<file path="config.mk">
export PLATFORM = sky130hd
export DESIGN_NAME = chop_sequencer
export DESIGN_NICKNAME = d
export VERILOG_FILES = /design/src/rtl/chop_pkg.sv /design/src/rtl/chop_ctrl.sv /design/src/rtl/chop_dp.sv /design/src/rtl/chop_sequencer.sv
export SDC_FILE = /design/constraint.sdc
export NUM_CORES = 1
export LEC_CHECK = 0
export ABC_AREA = 1
export BUFFER_PORTS_ARGS = -buffer_cell sky130_fd_sc_hd__clkbuf_2
export CAP_MARGIN = 5
export CORE_MARGIN = 2
export CORE_UTILIZATION = 55
export CTS_CLUSTER_DIAMETER = 30
export CTS_CLUSTER_SIZE = 8
export DETAILED_ROUTE_END_ITERATION = 6
export GPL_ROUTABILITY_DRIVEN = 0
export HOLD_SLACK_MARGIN = 0.02
export PLACE_DENSITY = 0.75
export SETUP_SLACK_MARGIN = 0.05
export SYNTH_ARGS = -nofsm -noshare
export SYNTH_HDL_FRONTEND = slang
export SYNTH_SLANG_ARGS = --single-unit
</file>
<file path="constraint.sdc">
create_clock -name clk -period 3.25 [get_ports clk]
set_input_delay 0.1625 -clock clk [delete_from_list [all_inputs] [get_ports clk]]
set_output_delay 0.1625 -clock clk [all_outputs]
set_load 0.02 [all_outputs]
</file>
<file path="src/rtl/chop_pkg.sv">
package chop_pkg;

  typedef enum logic [1:0] {
    ST_PLAIN  = 2'd0,
    ST_SETTLE = 2'd1,
    ST_DELAY  = 2'd2
  } seqState_t;

  // strobes from the sequencer control to the arithmetic path
  typedef struct packed {
    logic plainTake;  // forward the filter value unchanged
    logic chopTake;   // settled chopped value accepted
    logic negate;     // value was taken with reversed polarity
    logic flush;      // drop the stored previous value
  } dpStrobe_t;

  localparam int SETTLE_DISCARD = 2;

endpackage

</file>
<file path="src/rtl/chop_ctrl.sv">
module chop_ctrl
  import chop_pkg::*;
#(
  parameter int OSR_W  = 8,
  parameter int DSEL_W = 4
) (
  input  logic              clk,
  input  logic              rstN,
  input  logic              modTick,
  input  logic [OSR_W-1:0]  osrCfg,
  input  logic [DSEL_W-1:0] dlySel,
  input  logic              chopEn,
  input  logic              filtValid,
  output logic              chopPol,
  output logic              filtRst,
  output dpStrobe_t         strobe
);

  localparam int DLY_W = 1 << DSEL_W;

  seqState_t        state;
  logic [OSR_W-1:0] periodCnt;
  logic [1:0]       settleCnt;
  logic [DLY_W-1:0] dlyCnt;

  logic modeOn, modeChange, lastTick, settled;

  always_comb begin
    modeOn     = (state != ST_PLAIN);
    modeChange = (chopEn != modeOn);
    lastTick   = modTick && (state != ST_DELAY) &&
                 (periodCnt == osrCfg - OSR_W'(1));
    settled    = (settleCnt == 2'(SETTLE_DISCARD));

    strobe           = '0;
    strobe.negate    = chopPol;
    strobe.flush     = modeChange;
    if (!modeChange) begin
      strobe.plainTake = (state == ST_PLAIN)  && lastTick && filtValid;
      strobe.chopTake  = (state == ST_SETTLE) && lastTick && settled && filtValid;
    end
  end

  always_ff @(posedge clk or negedge rstN) begin
    if (!rstN) begin
      state     <= ST_PLAIN;
      periodCnt <= '0;
      settleCnt <= '0;
      dlyCnt    <= '0;
      chopPol   <= 1'b0;
      filtRst   <= 1'b0;
    end else begin
      filtRst <= 1'b0;
      if (modeChange) begin
        state     <= chopEn ? ST_SETTLE : ST_PLAIN;
        periodCnt <= '0;
        settleCnt <= '0;
        chopPol   <= 1'b0;
        filtRst   <= 1'b1;
      end else begin
        case (state)
          ST_PLAIN: begin
            if (lastTick)     periodCnt <= '0;
            else if (modTick) periodCnt <= periodCnt + OSR_W'(1);
          end
          ST_SETTLE: begin
            if (lastTick) begin
              periodCnt <= '0;
              if (!settled) begin
                settleCnt <= settleCnt + 2'd1;
              end else if (filtValid) begin
                chopPol   <= ~chopPol;
                filtRst   <= 1'b1;
                settleCnt <= '0;
                dlyCnt    <= DLY_W'(1) << dlySel;
                state     <= ST_DELAY;
              end
            end else if (modTick) begin
              periodCnt <= periodCnt + OSR_W'(1);
            end
          end
          ST_DELAY: begin
            if (modTick) begin
              if (dlyCnt == DLY_W'(1)) begin
                state     <= ST_SETTLE;
                periodCnt <= '0;
              end else begin
                dlyCnt <= dlyCnt - DLY_W'(1);
              end
            end
          end
          default: state <= ST_PLAIN;
        endcase
      end
    end
  end

endmodule

</file>
<file path="src/rtl/chop_dp.sv">
module chop_dp
  import chop_pkg::*;
#(
  parameter int DW = 16
) (
  input  logic                 clk,
  input  logic                 rstN,
  input  logic signed [DW-1:0] filtData,
  input  dpStrobe_t            strobe,
  output logic signed [DW-1:0] result,
  output logic                 dataReadyN,
  output logic                 guardSpill
);

  localparam int SW = DW + 1;  // one guard bit for negation
  localparam int AW = DW + 2;  // one more for the pair sum

  logic signed [SW-1:0] xExt, sNew, prevS;
  logic signed [AW-1:0] pairSum, pairAvg;
  logic                 havePrev;

  always_comb begin
    xExt    = {filtData[DW-1], filtData};
    sNew    = strobe.negate ? -xExt : xExt;
    pairSum = {sNew[SW-1], sNew} + {prevS[SW-1], prevS};
    pairAvg = pairSum >>> 1;
    guardSpill = (pairAvg[AW-1:DW] != {(AW-DW){pairAvg[DW-1]}});
  end

  always_ff @(posedge clk or negedge rstN) begin
    if (!rstN) begin
      result     <= '0;
      dataReadyN <= 1'b1;
      prevS      <= '0;
      havePrev   <= 1'b0;
    end else begin
      dataReadyN <= 1'b1;
      if (strobe.plainTake) begin
        result     <= filtData;
        dataReadyN <= 1'b0;
      end
      if (strobe.chopTake) begin
        prevS    <= sNew;
        havePrev <= 1'b1;
        if (havePrev) begin
          result     <= pairAvg[DW-1:0];
          dataReadyN <= 1'b0;
        end
      end
      if (strobe.flush) havePrev <= 1'b0;
    end
  end

endmodule

</file>
<file path="src/rtl/chop_sequencer.sv">
module chop_sequencer
  import chop_pkg::*;
#(
  parameter int DW     = 16,
  parameter int OSR_W  = 8,
  parameter int DSEL_W = 4
) (
  input  logic                 clk,
  input  logic                 rstN,
  input  logic                 modTick,
  input  logic [OSR_W-1:0]     osrCfg,
  input  logic [DSEL_W-1:0]    dlySel,
  input  logic                 chopEn,
  input  logic                 filtValid,
  input  logic signed [DW-1:0] filtData,
  output logic                 chopPol,
  output logic                 filtRst,
  output logic signed [DW-1:0] result,
  output logic                 dataReadyN
);

  dpStrobe_t strobe;
  logic      guardSpill;

  chop_ctrl #(.OSR_W(OSR_W), .DSEL_W(DSEL_W)) u_ctrl (
    .clk       (clk),
    .rstN      (rstN),
    .modTick   (modTick),
    .osrCfg    (osrCfg),
    .dlySel    (dlySel),
    .chopEn    (chopEn),
    .filtValid (filtValid),
    .chopPol   (chopPol),
    .filtRst   (filtRst),
    .strobe    (strobe)
  );

  chop_dp #(.DW(DW)) u_dp (
    .clk        (clk),
    .rstN       (rstN),
    .filtData   (filtData),
    .strobe     (strobe),
    .result     (result),
    .dataReadyN (dataReadyN),
    .guardSpill (guardSpill)
  );

endmodule

</file>
==> flow_summary.toml, run 1 <==
[sta]
maxSlewViolCount = 0
finalHoldViolCount = 0
slew_headroom = 0.523
finalSetupViolCount = 0
fmax_ghz = 0.379
rsz0062_at_grt = "false"
hold_ws_ns = 0.158
tns_ns = 0
tightest_slew_ns = 0.708
fin_skew_ns = 0.00877
min_period_ns = 2.64
fin_crit_sh = 0.811

[cells_and_area]
layout_common_cells = "nand2_1, inv_1, nand3_1, dfrtp_1, nor2_1"
syn_to_final_growth_pct = 11.8
drive_gt1_frac = 0.112
num_antenna_cells = 0
final_common_cell = "nand2_1"
fillers = 843
finalNetCount = 926

[hold_path]
worstHoldPathType = "in -> reg"
hold_start = "filtData[1]"

[logic_synthesis]
synth_flop_cell = "dfrtp_1"
synth_area_sq_um = 5260
synthCells = 815
yosys.area_share.simple = 0.375
yosys_warnings = 0
yosys_register_bits = 65
synth_xor_area_frac = 0.0583
synthMuxAreaShare = 0
ys_seq_area_frac = 0.310
synth_top_family_by_area = "simple AND/OR/NAND/NOR gates"
synth_fa_ha_area_frac = 0.0562
async_flop_share = 1.00
synth-compound-area-share = 0.0978
synth-edff-count = 0
yosysUniqueCellTypes = 40
avgSynthCellArea_sq_um = 6.45
syn_nets = 871

[setup_path]
end_kind = "register"
crit_type = "reg -> reg"
start_kind = "register"
worstPathMaxFanout = 9
critical_path_required_ns = 3.54
crit_path_start = "u_ctrl.chopPol"
rr_startpoint = "u_ctrl.chopPol"
cp.arrival_ns = 2.93

[floorplan]
io-pin-count = 52
die_area_sq_um = 10400
die_y_microns = 102
die_x_microns = 102
num_rows = 35
coreArea_sq_um = 9240
initial_utilization = 0.569

[power]
p_leak_nw = 3.16
ir_worst_vdd_mv = 0.432
power_density_nw_per_um2 = 696

[global_route]
grt_pass1_vias = 5140
grtUsageTotal = 0.280
grt_pass1_wl_mm = 23.2
grt_max_degree = 45
grt_overflow_total = 0
antenna_found_initial = 0

[placed_design]
place_hpwl_mm = 10.5
portBuffers = 51

[run]
drv_cap = 0

[drt]
firstDrtPassIters = 5
drt_iter0_drc = 230
wirelength_mm = 13.5
drc_errors = 0
viasPerCell = 5.34
ant_nets = 0
num_vias = 5358
wl_per_cell_microns = 13.5

[clocking]
cts_buffers = 9
clkLatencyLatePin_ns = 0.35
htreeDepth = 3
clkTransAtPathRegs_ns = 0.08
cts_root_buf = "clkbuf_8"
clock-sinks = 65
clk_path_buf_depth = 2
cts_tree = "done"

[outcome]
status = "complete, no violations"
==> per-layer routing <==
metal / share of wire / GRT usage / wire, microns
met1: 0.42 / 0.344 / 5730
met2: 0.49 / 0.481 / 6630
met3: 0.047 / 0.0331 / 633
met4: 0.041 / 0.143 / 554
met5: 0 / 0 / 0
==> kinds of logic (layout without fill, tap and decap cells) <==
| logic type | after synthesis | in the layout |
|---|---|---|
| AO/OA/AOI/OAI | 95 | 95 |
| buffers and inverters | 131 | 191 |
| AND/OR/NAND/NOR | 466 | 466 |
| XOR/XNOR | 35 | 35 |
| flip-flops | 65 | 65 |
| adder cells (fa/ha/maj) | 23 | 23 |
==> cell type report <==
cell class | instances | area (sq um) | area share
inverters | 114 | 428 | 0.0728
clock buffers | 11 | 151 | 0.0258
well taps | 129 | 161 | 0.0275
clock inverters | 5 | 77.6 | 0.0132
flip-flops and latches | 65 | 1630 | 0.277
multi-input cells | 619 | 3090 | 0.525
repair buffers | 61 | 345 | 0.0587
==> Yosys cell counts (2+ instances only) <==
library cell	n	share of area
nor4_1	6	0.0071
inv_2	9	0.0064
nand2_1	281	0.20
nor3_1	14	0.013
nor2_4	2	0.0043
clkbuf_1	5	0.0036
nor2_2	4	0.0048
nand4_1	11	0.013
a21oi_1	21	0.020
xnor2_1	7	0.012
buf_4	2	0.0029
nand2_2	2	0.0024
inv_1	103	0.074
buf_2	5	0.0048
xor2_1	28	0.047
buf_6	5	0.011
o31ai_1	2	0.0029
nor2_1	61	0.044
o21ai_1	24	0.023
nand3_1	80	0.076
a31oi_1	2	0.0024
o21ai_0	38	0.036
dfrtp_1	64	0.30
clkinv_1	2	0.0014
ha_1	22	0.052
==> power breakdown <==
part / internal, mW / total (mW) / leakage, nW / switching (mW)
clock network: 0.471 / 0.807 / 0.115 / 0.336
logic: 0.727 / 2.25 / 2.23 / 1.52
registers: 0.932 / 1.04 / 0.814 / 0.109
total: 2.13 / 4.09 / 3.16 / 1.96
==> repair_timing <==
item | CTS | global route
resized for setup | 0 | 0
hold buffers | 1 | 0
buffers inserted | 0 | 0
hold endpoints to repair | 21 | 0
endpoints found under the setup margin | 0 | 0
==> registers in the layout, indices dropped and copies added, names as in the netlist <==
signal / cells
u_ctrl.chopPol: 1
u_ctrl.dlyCnt: 16
u_ctrl.filtRst: 1
u_ctrl.periodCnt: 8
u_ctrl.settleCnt: 2
u_ctrl.state: 2
u_dp.dataReadyN: 1
u_dp.havePrev: 1
u_dp.prevS: 17
u_dp.result: 16
==> critical path, stage by stage (launching register included) <==
cell and delay [ns]:
dfrtp_1 0.35, clkinv_1 0.22, a31oi_1 0.27, xor2_1 0.30
ha_1 0.37, a21oi_1 0.21, o21ai_0 0.16, a21oi_1 0.15
nand2_1 0.09, xor2_1 0.22, nand3_1 0.12, nand2_1 0.10
==> worst paths after layout <==
check,end,slack (ns),cells after the start
worst max-delay path,u_dp.result[11],0.61,11
max in group asynchronous,u_dp.dataReadyN,2.23,3
worst max register to register,u_dp.result[11],0.61,11
worst min-delay path,u_dp.result[1],0.16,5
min in group asynchronous,u_dp.result[14],0.33,2
worst min register to register,u_dp.prevS[0],0.51,2
==> per-stage QoR <==
step	total power, mW	utilization	setup WS, ns	cells	instance area (sq um)
after floorplan	2.65	-	0.734	815	5260
after global routing	4.44	0.636	0.340	1004	5880
after CTS	4.07	0.636	0.640	1004	5880
after detailed placement	3.25	0.610	0.433	987	5640
after global placement	3.19	0.610	0.424	987	5640
final	4.09	0.636	0.614	1004	5880
Power figures use the tool's default switching activity.
==> inputs of run 2 (changes only) <==
clock period = 2.7 ns   (was 3.25 ns; I/O delays follow)
==> flow_summary.toml, run 2 (synthesis results as in run 1) <==
[power]
p_sw_mw = 2.52
pwr-share-comb = 0.567
power_density_nw_per_um2 = 856
p_leak_nw = 3.22
power_mw = 5.19
power_frac_clock = 0.190
netSwitchingFraction = 0.485
seqPwrFrac = 0.243
internal-power_mw = 2.68
ir_worst_vdd_mv = 0.557

[sta]
fin_crit_sh = 0.946
tightest_slew_ns = 0.801
fmax_ghz = 0.391
fin_skew_ns = 0.0151
setup_slack_ns = 0.145
maxSlewViolCount = 0
min_period_ns = 2.56
finalHoldViolCount = 0
rsz0062_at_grt = "true"
hold_ws_ns = 0.130
finalSetupViolCount = 0
slew_headroom = 0.461

[setup_path]
critical_path_required_ns = 3.01
reg2reg_to = "u_dp.result[12]"
max_stage_delay_ns = 0.39
r2r_slack_ns = 0.14
end_kind = "register"
start_kind = "register"
crit_path_top_delay_cell = "dfrtp_1"
rr_worst_depth = 13
worstPathMaxFanout = 7
critPathBufInv = 3
crit_type = "reg -> reg"
cp.arrival_ns = 2.86
crit_chain = "clkinvlp_4 > buf_4 > a31oi_2 > xor2_1 > buf_4 > ha_2 > nand2_1 > o21ai_0 > a21oi_1 > o21ai_1 > xor2_1 > nand3_1 > nand2_1"
crit_family = "compound AO/OA/AOI/OAI gates"
rr_startpoint = "u_ctrl.chopPol"

[drt]
firstDrtPassIters = 4
ant_nets = 0
drc_errors = 0
viasPerCell = 5.42
wl_per_cell_microns = 14.1
num_vias = 5527
wirelength_mm = 14.4
drt_iter0_drc = 238

[clocking]
htreeDepth = 3
clock-sinks = 65
cts_tree = "done"
clkTransAtPathRegs_ns = 0.09
clkLatencyLatePin_ns = 0.36
clk_path_buf_depth = 2
cts_root_buf = "clkbuf_8"
cts_buffers = 9

[placed_design]
post_dp_cell_area_sq_um = 5690
place_hpwl_mm = 10.7
portBuffers = 51
place_ws_ns = -0.0848

[cells_and_area]
layout_common_cells = "nand2_1, inv_1, nand3_1, dfrtp_1, nor2_1"
final_common_cell = "nand2_1"
fillers = 828
largest_reg_flops = 17
largest-register = "u_dp.prevS"
largestRegisters = "u_dp.prevS: 17 flops, u_ctrl.dlyCnt: 16 flops, u_dp.result: 16 flops"
final_area_sq_um = 6060
finalNetCount = 942
syn_to_final_growth_pct = 15.3
drive_gt1_frac = 0.149
num_antenna_cells = 0

[hold_path]
holdPathStages = 5
hold_start = "filtData[0]"
worstHoldPathType = "in -> reg"
whs_endpoint = "u_dp.result[0]"

[global_route]
grtUsageTotal = 0.294
antenna_found_initial = 0
grt_pass1_vias = 5375
grt_pass1_wl_mm = 24.1
grt_max_degree = 28
grt_overflow_total = 0

[floorplan]
io-pin-count = 52
die_x_microns = 102
num_rows = 35
coreArea_sq_um = 9240
initial_utilization = 0.569
die_area_sq_um = 10400
die_y_microns = 102

[outcome]
status = "complete, no violations"

[run]
drv_cap = 0
run 2: cell type report:
| class | count | area [sq um] | area share |
|---|---|---|---|
| inverter | 114 | 435 | 0.0718 |
| clock buffer | 9 | 124 | 0.0204 |
| multi-input combinational | 619 | 3160 | 0.521 |
| tap | 129 | 161 | 0.0266 |
| sequential | 65 | 1630 | 0.269 |
| timing repair buffer | 77 | 453 | 0.0747 |
| clock inverter | 7 | 103 | 0.0169 |
run 2: routing by layer:
metal,up-vias,share of wire,track usage
met1,2513,0.41,0.349
met5,-,0,0
met3,54,0.056,0.0531
met2,225,0.49,0.507
li1,2735,-,-
met4,0,0.047,0.149
run 2: worst reg2reg max path, cell delays in order (launching register included):
cell and delay, ns:
dfrtp_1 0.39, clkinvlp_4 0.18, buf_4 0.19, a31oi_2 0.15, xor2_1 0.09, buf_4 0.15
ha_2 0.39, nand2_1 0.12, o21ai_0 0.29, a21oi_1 0.07, o21ai_1 0.11, xor2_1 0.17
nand3_1 0.12, nand2_1 0.09
run 2: per-stage QoR:
stage,setup TNS [ns],utilization,instances
global route,0,0.656,1020
CTS,0,0.642,1013
finish,0,0.656,1020
global placement,-0.105,0.616,995
floorplan,0,-,815
detailed placement,-0.131,0.616,995
run 2: how the worst max path moves through the flow:
stage	from	end	slack [ns]	depth (start not counted)
2_1_floorplan	u_ctrl.chopPol	u_dp.result[14]	0.18	12
3_3_place_gp	filtData[1]	u_dp.result[15]	-0.06	17
3_5_place_dp	filtData[1]	u_dp.result[15]	-0.08	17
4_1_cts	u_ctrl.chopPol	u_dp.result[15]	0.06	15
5_1_grt	u_ctrl.chopPol	u_dp.result[12]	0.002	13
6_report	u_ctrl.chopPol	u_dp.result[12]	0.14	13
run 2: power by group through the flow:
stage	Clock, mW	Sequential, mW	Combinational [mW]
after floorplan	0	1.27	1.92
after global placement	0	1.26	2.60
after detailed placement	0	1.27	2.66
after CTS	0.998	1.25	2.70
after global routing	1.04	1.28	3.30
final	0.988	1.26	2.94
run 2: timing repair:
action,CTS,global route
pin swaps,1,4
gates resized for setup,0,23
endpoints found under the hold margin,23,0
hold buffers,1,0
buffers inserted,1,7
setup endpoints to repair,1,23
==> inputs of run 3 (changes only) <==
BUFFER_PORTS_ARGS = not set   (was -buffer_cell sky130_fd_sc_hd__clkbuf_2)
CAP_MARGIN = not set   (was 5)
DONT_BUFFER_PORTS = 1   (was not set)
PLACE_DENSITY = 0.7   (was 0.75)
==> flow_summary.toml, run 3 (synthesis results as in run 1) <==
[floorplan]
die_area_sq_um = 10400
coreArea_sq_um = 9240
io-pin-count = 52
initial_utilization = 0.569
num_rows = 35
die_x_microns = 102
die_y_microns = 102

[sta]
finalHoldViolCount = 0
hold_ws_ns = 0.0261
fmax_ghz = 0.402
maxSlewViolCount = 0
finalSetupViolCount = 0
tightest_slew_ns = 0.724
slew_headroom = 0.518
setup_slack_ns = 0.211
fin_skew_ns = 0.0130
rsz0062_at_grt = "true"
fin_crit_sh = 0.922
min_period_ns = 2.49

[power]
p_leak_nw = 3.02
power_density_nw_per_um2 = 833
power_mw = 4.86
ir_worst_vdd_mv = 0.557

[run]
drv_cap = 0

[drt]
ant_nets = 0
drc_errors = 0
wirelength_mm = 14.0
drt_iter0_drc = 262
wl_per_cell_microns = 14.3
firstDrtPassIters = 7
viasPerCell = 5.41
num_vias = 5285

[setup_path]
worstPathMaxFanout = 14
critical_path_required_ns = 2.94
max_stage_delay_ns = 0.43
crit_chain = "buf_4 > nand2_1 > o21ai_0 > buf_4 > fa_1 > nand3_1 > nand2_1 > a21o_1 > a21oi_2 > inv_1 > nand2_1 > nand2_1 > nand3_1 > nand2_1"
crit_family = "simple AND/OR/NAND/NOR gates"
cpMostUsedCell = "nand2_1"
cp.arrival_ns = 2.73
critPathBufInv = 3
crit_type = "reg -> reg"
end_kind = "register"
crit_path_top_delay_cell = "fa_1"
start_kind = "register"

[clocking]
clock-sinks = 65
clk_path_buf_depth = 2
clkTransAtPathRegs_ns = 0.08
cts_root_buf = "clkbuf_8"
cts_tree = "done"
cts_buffers = 9
htreeDepth = 3
clkLatencyLatePin_ns = 0.36

[global_route]
grt_overflow_total = 0
grtUsageTotal = 0.279
grt_pass1_wl_mm = 22.9
antenna_found_initial = 0
grt_pass1_vias = 5067
grt_max_degree = 66

[cells_and_area]
fillers = 850
final_common_cell = "nand2_1"
largest_reg_flops = 17
syn_to_final_growth_pct = 10.9
largest-register = "u_dp.prevS"
largestRegisters = "u_dp.prevS: 17 flops, u_ctrl.dlyCnt: 16 flops, u_dp.result: 16 flops"
layout_common_cells = "nand2_1, inv_1, nand3_1, dfrtp_1, nor2_1"
num_antenna_cells = 0
finalNetCount = 899
drive_gt1_frac = 0.0802

[placed_design]
place_hpwl_mm = 10.4
portBuffers = 0
place_ws_ns = -0.0611

[outcome]
status = "complete, no violations"

[hold_path]
worstHoldPathType = "in -> reg"
[run 3: worst min-delay path, stage by stage]
cell	delay [ns]
nand3_1	0.06
nand2_1	0.06
nand2_1	0.06
nand2_1	0.04
[run 3: layout make-up]
cell class,count,area [sq um],area share
clock buffer,10,128,0.0219
clock inverter,6,35.0,0.00601
inverter,114,428,0.0734
multi-input combinational,619,3140,0.539
sequential,65,1630,0.279
tap,129,161,0.0277
timing repair buffer,34,310,0.0532
[run 3: worst paths after layout]
| path | startpoint | endpoint | slack [ns] | depth (start not counted) |
|---|---|---|---|---|
| max | u_ctrl.chopPol | u_dp.result[15] | 0.21 | 14 |
| min | filtData[13] | u_dp.result[13] | 0.03 | 4 |
| max reg2reg | u_ctrl.chopPol | u_dp.result[15] | 0.21 | 14 |
| min reg2reg | u_dp.prevS[0] | u_dp.prevS[0] | 0.51 | 2 |
| max in group asynchronous | rstN | u_dp.result[12] | 2.07 | 2 |
| min in group asynchronous | rstN | u_dp.result[14] | 0.30 | 2 |
[run 3: report_power, final]
group	internal (mW)	total [mW]	switching (mW)
clock network	0.327	0.737	0.411
registers	1.12	1.28	0.157
logic	0.998	2.84	1.85
[run 3: metrics by stage]
step | area (sq um) | utilization | cells | setup TNS [ns]
6_report | 5830 | 0.631 | 977 | 0
3_3_place_gp | 5410 | 0.586 | 941 | -0.000832
3_5_place_dp | 5410 | 0.586 | 941 | -0.0611
4_1_cts | 5760 | 0.624 | 975 | 0
2_1_floorplan | 5260 | - | 815 | 0
5_1_grt | 5830 | 0.631 | 977 | 0
[run 3: what timing repair did]
| action | 4_1_cts | 5_1_grt |
|---|---|---|
| hold buffers | 15 | 0 |
| setup endpoints to repair | 1 | 9 |
| pin swaps | 3 | 4 |
| buffers inserted | 3 | 2 |
| resized for setup | 0 | 15 |
| hold endpoints to repair | 79 | 0 |
[run 3: metal layers]
layer  up-vias  global-route usage  routed length (microns)
met5         -                   0                        0
met2       181               0.477                     6740
met3        40              0.0504                      804
met4         0               0.132                      526
met1      2409               0.340                     5900
li1       2655                   -                        -
